--- src/rtl/nvw_pkg.sv ---
package nvw_pkg;

   typedef enum logic [1:0] {
      PH_IDLE  = 2'd0,
      PH_ERASE = 2'd1,
      PH_PROG  = 2'd2
   } nvw_phase_e;

   // erase step length: first half of the total, rounded down
   function automatic int erase_len(input int total);
      return total / 2;
   endfunction

endpackage

--- src/rtl/nvw_cycle_timer.sv ---
module nvw_cycle_timer #(
   parameter int TWR_CYCLES = 625000
) (
   input  logic clk,
   input  logic rst,
   input  logic start,
   input  logic run,
   output logic erase_end,
   output logic cycle_end
);
   localparam int CNT_W   = (TWR_CYCLES > 2) ? $clog2(TWR_CYCLES) : 1;
   localparam int ERASE_N = nvw_pkg::erase_len(TWR_CYCLES);
   localparam logic [CNT_W-1:0] ERASE_LAST = CNT_W'(ERASE_N - 1);
   localparam logic [CNT_W-1:0] CYCLE_LAST = CNT_W'(TWR_CYCLES - 1);

   logic [CNT_W-1:0] cnt_q;

   always_ff @(posedge clk) begin
      if (rst || start) begin
         cnt_q <= '0;
      end else if (run) begin
         cnt_q <= cnt_q + 1'b1;
      end
   end

   assign erase_end = run && (cnt_q == ERASE_LAST);
   assign cycle_end = run && (cnt_q == CYCLE_LAST);

endmodule

--- src/rtl/nvw_seq_ctrl.sv ---
module nvw_seq_ctrl #(
   parameter int ADDR_W = 7,
   parameter int DATA_W = 8
) (
   input  logic              clk,
   input  logic              rst,
   input  logic              commit_req,
   input  logic [ADDR_W-1:0] commit_addr,
   input  logic [DATA_W-1:0] commit_data,
   input  logic              erase_end,
   input  logic              cycle_end,
   output logic              start,
   output logic              busy,
   output logic              wr_en,
   output logic [ADDR_W-1:0] wr_addr,
   output logic [DATA_W-1:0] wr_data,
   output logic              done
);
   import nvw_pkg::*;

   localparam logic [DATA_W-1:0] ERASED = {DATA_W{1'b1}};

   nvw_phase_e        phase_q, phase_d;
   logic [ADDR_W-1:0] addr_q;
   logic [DATA_W-1:0] data_q;
   logic              finish;
   logic              fin_q;
   logic              done_q;

   assign busy   = (phase_q != PH_IDLE);
   assign start  = !rst && (phase_q == PH_IDLE) && commit_req;
   assign finish = !rst && (phase_q == PH_PROG) && cycle_end;

   always_comb begin
      phase_d = phase_q;
      unique case (phase_q)
         PH_IDLE:  if (commit_req) phase_d = PH_ERASE;
         PH_ERASE: if (erase_end)  phase_d = PH_PROG;
         PH_PROG:  if (cycle_end)  phase_d = PH_IDLE;
         default:  phase_d = PH_IDLE;
      endcase
   end

   always_ff @(posedge clk) begin
      if (rst) begin
         phase_q <= PH_IDLE;
         fin_q   <= 1'b0;
         done_q  <= 1'b0;
      end else begin
         phase_q <= phase_d;
         fin_q   <= finish;
         done_q  <= fin_q;
      end
   end

   always_ff @(posedge clk) begin
      if (start) begin
         addr_q <= commit_addr;
         data_q <= commit_data;
      end
   end

   // erase is applied at acceptance, program at the final edge
   always_comb begin
      wr_en   = start || finish;
      wr_addr = start ? commit_addr : addr_q;
      wr_data = start ? ERASED : data_q;
   end

   assign done = done_q;

endmodule

--- src/rtl/nvw_word_array.sv ---
module nvw_word_array #(
   parameter int ADDR_W   = 7,
   parameter int DATA_W   = 8,
   parameter int READ_REG = 0
) (
   input  logic              clk,
   input  logic              wr_en,
   input  logic [ADDR_W-1:0] wr_addr,
   input  logic [DATA_W-1:0] wr_data,
   input  logic [ADDR_W-1:0] rd_addr,
   output logic [DATA_W-1:0] rd_data
);
   localparam int WORDS = 1 << ADDR_W;

   logic [DATA_W-1:0] mem_q [WORDS];

   always_ff @(posedge clk) begin
      if (wr_en) begin
         mem_q[wr_addr] <= wr_data;
      end
   end

   generate
      if (READ_REG != 0) begin : g_rd_reg
         logic [DATA_W-1:0] rd_q;
         always_ff @(posedge clk) begin
            rd_q <= mem_q[rd_addr];
         end
         assign rd_data = rd_q;
      end else begin : g_rd_comb
         assign rd_data = mem_q[rd_addr];
      end
   endgenerate

endmodule

--- src/rtl/nvw_seq.sv ---
module nvw_seq #(
   parameter int ADDR_W     = 7,
   parameter int DATA_W     = 8,
   parameter int CLK_KHZ    = 125000,
   parameter int TWR_CYCLES = 625000,
   parameter int READ_REG   = 0
) (
   input  logic              clk,
   input  logic              rst,
   input  logic              commit_req,
   input  logic [ADDR_W-1:0] commit_addr,
   input  logic [DATA_W-1:0] commit_data,
   input  logic [ADDR_W-1:0] rd_addr,
   output logic [DATA_W-1:0] rd_data,
   output logic              busy,
   output logic              done
);
   localparam int MAX_CYCLES = 5 * CLK_KHZ;

   generate
      if (TWR_CYCLES < 2) begin : g_err_short
         $error("nvw_seq: TWR_CYCLES must be at least 2");
      end
      if (TWR_CYCLES > MAX_CYCLES) begin : g_err_long
         $error("nvw_seq: TWR_CYCLES exceeds 5 ms at CLK_KHZ");
      end
      if (READ_REG < 0 || READ_REG > 1) begin : g_err_rd
         $error("nvw_seq: READ_REG must be 0 or 1");
      end
      if (ADDR_W < 1 || ADDR_W > 12 || DATA_W < 1) begin : g_err_geom
         $error("nvw_seq: array geometry out of range");
      end
   endgenerate

   logic              start;
   logic              erase_end;
   logic              cycle_end;
   logic              wr_en;
   logic [ADDR_W-1:0] wr_addr;
   logic [DATA_W-1:0] wr_data;

   nvw_cycle_timer #(
      .TWR_CYCLES(TWR_CYCLES)
   ) u_timer (
      .clk      (clk),
      .rst      (rst),
      .start    (start),
      .run      (busy),
      .erase_end(erase_end),
      .cycle_end(cycle_end)
   );

   nvw_seq_ctrl #(
      .ADDR_W(ADDR_W),
      .DATA_W(DATA_W)
   ) u_ctrl (
      .clk        (clk),
      .rst        (rst),
      .commit_req (commit_req),
      .commit_addr(commit_addr),
      .commit_data(commit_data),
      .erase_end  (erase_end),
      .cycle_end  (cycle_end),
      .start      (start),
      .busy       (busy),
      .wr_en      (wr_en),
      .wr_addr    (wr_addr),
      .wr_data    (wr_data),
      .done       (done)
   );

   nvw_word_array #(
      .ADDR_W  (ADDR_W),
      .DATA_W  (DATA_W),
      .READ_REG(READ_REG)
   ) u_array (
      .clk    (clk),
      .wr_en  (wr_en),
      .wr_addr(wr_addr),
      .wr_data(wr_data),
      .rd_addr(rd_addr),
      .rd_data(rd_data)
   );

endmodule

--- config.mk ---
export PLATFORM = sky130hd
export DESIGN_NAME = nvw_seq
export DESIGN_NICKNAME = d
export VERILOG_FILES = /design/src/rtl/nvw_pkg.sv /design/src/rtl/nvw_cycle_timer.sv /design/src/rtl/nvw_seq_ctrl.sv /design/src/rtl/nvw_word_array.sv /design/src/rtl/nvw_seq.sv
export SDC_FILE = /design/constraint.sdc
export NUM_CORES = 1
export LEC_CHECK = 0
export CAP_MARGIN = 20
export CELL_PAD_IN_SITES_DETAIL_PLACEMENT = 0
export CELL_PAD_IN_SITES_GLOBAL_PLACEMENT = 2
export CORE_AREA = 4 4 323 325
export CTS_BUF_LIST = sky130_fd_sc_hd__clkbuf_8
export CTS_CLUSTER_DIAMETER = 150
export CTS_CLUSTER_SIZE = 20
export DETAILED_ROUTE_END_ITERATION = 7
export DIE_AREA = 0 0 327 329
export PLACE_DENSITY_LB_ADDON = 0.3
export SLEW_MARGIN = 10
export SYNTH_ARGS = -nofsm -noshare
export SYNTH_HDL_FRONTEND = slang
export SYNTH_HIERARCHICAL = 1
export SYNTH_SLANG_ARGS = --single-unit
--- constraint.sdc ---
create_clock -name clk -period 5.5 [get_ports clk]
set_input_delay 1.1 -clock clk [delete_from_list [all_inputs] [get_ports clk]]
set_output_delay 1.1 -clock clk [all_outputs]
set_load 0.005 [all_outputs]
==> flow_summary.ini <==
[hold_path]
min_path_type = register to register
hold_path_depth = 1

[die]
floorplan.initialDensity = 0.406
row_count = 117
core_area_um2 = 101000
dieArea_um2 = 108000
die_w_um = 327
ios = 35
fp.dieH_um = 329

[cells_and_area]
register_area_um2 = 31600
drive_gt1_frac = 0.317
fillers = 8406
area_delta_synth_final_pct = 10.9
design_area_um2 = 45700
nets = 2026
multi_input_area_um2 = 9170

[worst_setup_path]
crit_type = input pin to primary output
critical_path_required_ns = 4.40
crit_path_frequent_cell = mux4_2
crit_fanout = 34
cp.arrival_ns = 4.21
slowest_stage = mux4_2
cp-end-kind = primary output
max_stage_delay_ns = 0.60
r2r_cells = 9
cp-start-kind = input pin
crit_chain = buf_8 > buf_12 > mux4_2 > mux4_2 > mux4_2 > mux2_2 > clkdlybuf4s50_1

[placed_design]
gp_congestion = 0.796
dp_hpwl_um = 61500
place_area_um2 = 44700
io_buffers = 34

[sta]
post-route-min-period_ns = 5.31
hold_viol_final = 0
finalSetupTns_ns = 0
slew_headroom = 0.365
skew_ns = 0.0453
setup_viol = 0
period_share = 0.965
whs_ns = 0.467
fmax_mhz = 188
rsz0062_at_grt = false
worst_pin_slew_ns = 0.949
drv_slew = 0

[cts]
clock_latency_ns = 0.77
cts_hold_buf = 0
root_buffer = clkbuf_8
cts_resized = 0
clockBufferDepth = 3
clkTransAtPathRegs_ns = 0.11
post_cts_buffers = 0
h-tree-depth = 2
cts_buffers = 59
cts_tree = yes
clkSinkCount = 1063

[pwr]
p_leak_nw = 13.9
ir_drop_mv = 0.219
power_density_nw_per_um2 = 290

[logic_synthesis]
netlist_instances = 1796
ys_async_sr_fraction = 0
synth_top_flop_cell = edfxtp_1
avgSynthCellArea_um2 = 22.9
netlist_area_um2 = 41200
ys_seq_elements = 1063
synth_cell_types = 41
ys_seq_area_frac = 0.767
syn_nets = 1822
yosys_warnings = 6
synth_edf_count = 1032

[global_routing]
grt_pass1_vias = 19478
grt_pass1_wl_um = 141000
grt_usage = 0.181
grt_max_degree = 129
antenna_found_initial = 4
globalRouteOverflowTotal = 0

[route]
wire_per_inst_um = 28.4
viasPerCell = 5.53
first_pass_iters = 5
finalWirelength_um = 96400
maxUsedRoutingLayer = met5
dr_total_vias = 18794
remaining_drc_errors = 0
antenna_left = 0
wl_met3_um = 7000
drt_iter0_drc = 2168
dr_wl_met2_um = 47100
wl_met1_um = 40500

[job]
drv_cap = 0

[outcome]
outcome = completed
layout by cell type, fill, tap and decap left out, types with 3 or more instances in the layout:
cell type        instances
nand2_1                 24
dfxtp_1                 31
xnor2_1                  7
and3_1                   3
nand4_1                 12
clkbuf_8                59
a31o_2                   4
buf_4                  179
mux2_2                  14
or2_4                    8
xor2_1                   6
nor2_1                 146
diode_2                  3
buf_12                  28
nor3_1                  15
mux4_2                 336
a21oi_1                  6
nor2b_1                  8
nand3_1                 16
nand2b_1                 3
or3_1                    3
clkdlybuf4s50_1         30
inv_1                   27
edfxtp_1              1032
synth_stat cells, drive strengths merged (2+ instances only):
| library cell | instances | share of area |
|---|---|---|
| inv | 2 | 0.00018 |
| nand3 | 16 | 0.0019 |
| nand2 | 24 | 0.0022 |
| nor4 | 3 | 0.00061 |
| xnor2 | 7 | 0.0015 |
| nand4 | 12 | 0.0018 |
| nor3 | 15 | 0.0018 |
| and3 | 4 | 0.00064 |
| mux2i | 2 | 0.00049 |
| nor4b | 2 | 0.00079 |
| mux2 | 15 | 0.0042 |
| mux4 | 336 | 0.18 |
| dfxtp | 31 | 0.015 |
| buf | 47 | 0.0063 |
| or3 | 3 | 0.00046 |
| nand3b | 2 | 0.00036 |
| nor2 | 146 | 0.013 |
| a31o | 4 | 0.00085 |
| edfxtp | 1032 | 0.75 |
| xor2 | 6 | 0.0013 |
| nand2b | 3 | 0.00046 |
| nor2b | 8 | 0.0012 |
| clkbuf | 50 | 0.0046 |
| or2 | 10 | 0.0015 |
| a21oi | 6 | 0.00073 |
| and4 | 2 | 0.00043 |
where the power goes:
| part | internal, mW | total [mW] | switching [mW] |
|---|---|---|---|
| logic | 0.416 | 1.02 | 0.607 |
| clock network | 1.00 | 3.33 | 2.32 |
| registers | 8.91 | 8.92 | 0.00931 |
| total | 10.3 | 13.3 | 2.94 |
state kept, by name, summed over array words and instances, names as in the netlist:
signal          count
u_ctrl/addr_q       7
u_array/mem_q    1024
u_timer/cnt_q      20
u_ctrl/data_q       8
u_ctrl/done         1
u_ctrl/phase_q      2
u_ctrl/fin_q        1
final timing paths:
kind / start / end / slack, ns
setup / recovery: rd_addr[0] / rd_data[1] / 0.19
hold / removal: u_ctrl/fin_q / u_ctrl/done / 0.47
setup reg to reg: u_timer/cnt_q[12] / u_array/mem_q[124][5] / 1.29
hold reg to reg: u_ctrl/fin_q / u_ctrl/done / 0.47
cells by family (layout without fill, tap and decap cells):
family,after synthesis,after routing,share of synthesized area
AOI/OAI and AO/OA,13,13,0.00209
xor gates and xnor gates,13,13,0.00276
adders and majority gates,1,1,0.000304
buffers and inverters,99,330,0.0110
DFF,1063,1063,0.767
muxes,353,353,0.188
other,0,3,0
and+or+nand+nor,254,254,0.0285
worst max-delay path: cells and delay by family:
family,cells,cell delay (ns)
mux,4,2.09
buf+inv,3,0.96
layer usage:
metal / vias to the layer above / global-route usage
met5: - / 0
met3: 103 / 0.0363
met2: 556 / 0.293
met4: 2 / 0.0363
met1: 10213 / 0.259
li1: 7920 / -
per-stage QoR:
step,setup WS (ns),power (mW),instances,util
floorplan,0.898,9.68,1796,-
global placement,0.138,10.1,3307,0.441
detailed placement,0.164,10.1,3307,0.441
CTS,0.152,13.4,3395,0.450
global route,0.121,13.8,3398,0.450
finish,0.191,13.3,3398,0.450
layout make-up:
class	instances	area share
repair buffers	240	0.0490
flip-flops and latches	1063	0.692
clock inverters	29	0.00298
clock buffers	59	0.0178
diodes	3	0.000164
well taps	1368	0.0375
multi-input cells	634	0.201
inverters	2	0.000164
Power figures use the tool's default switching activity.
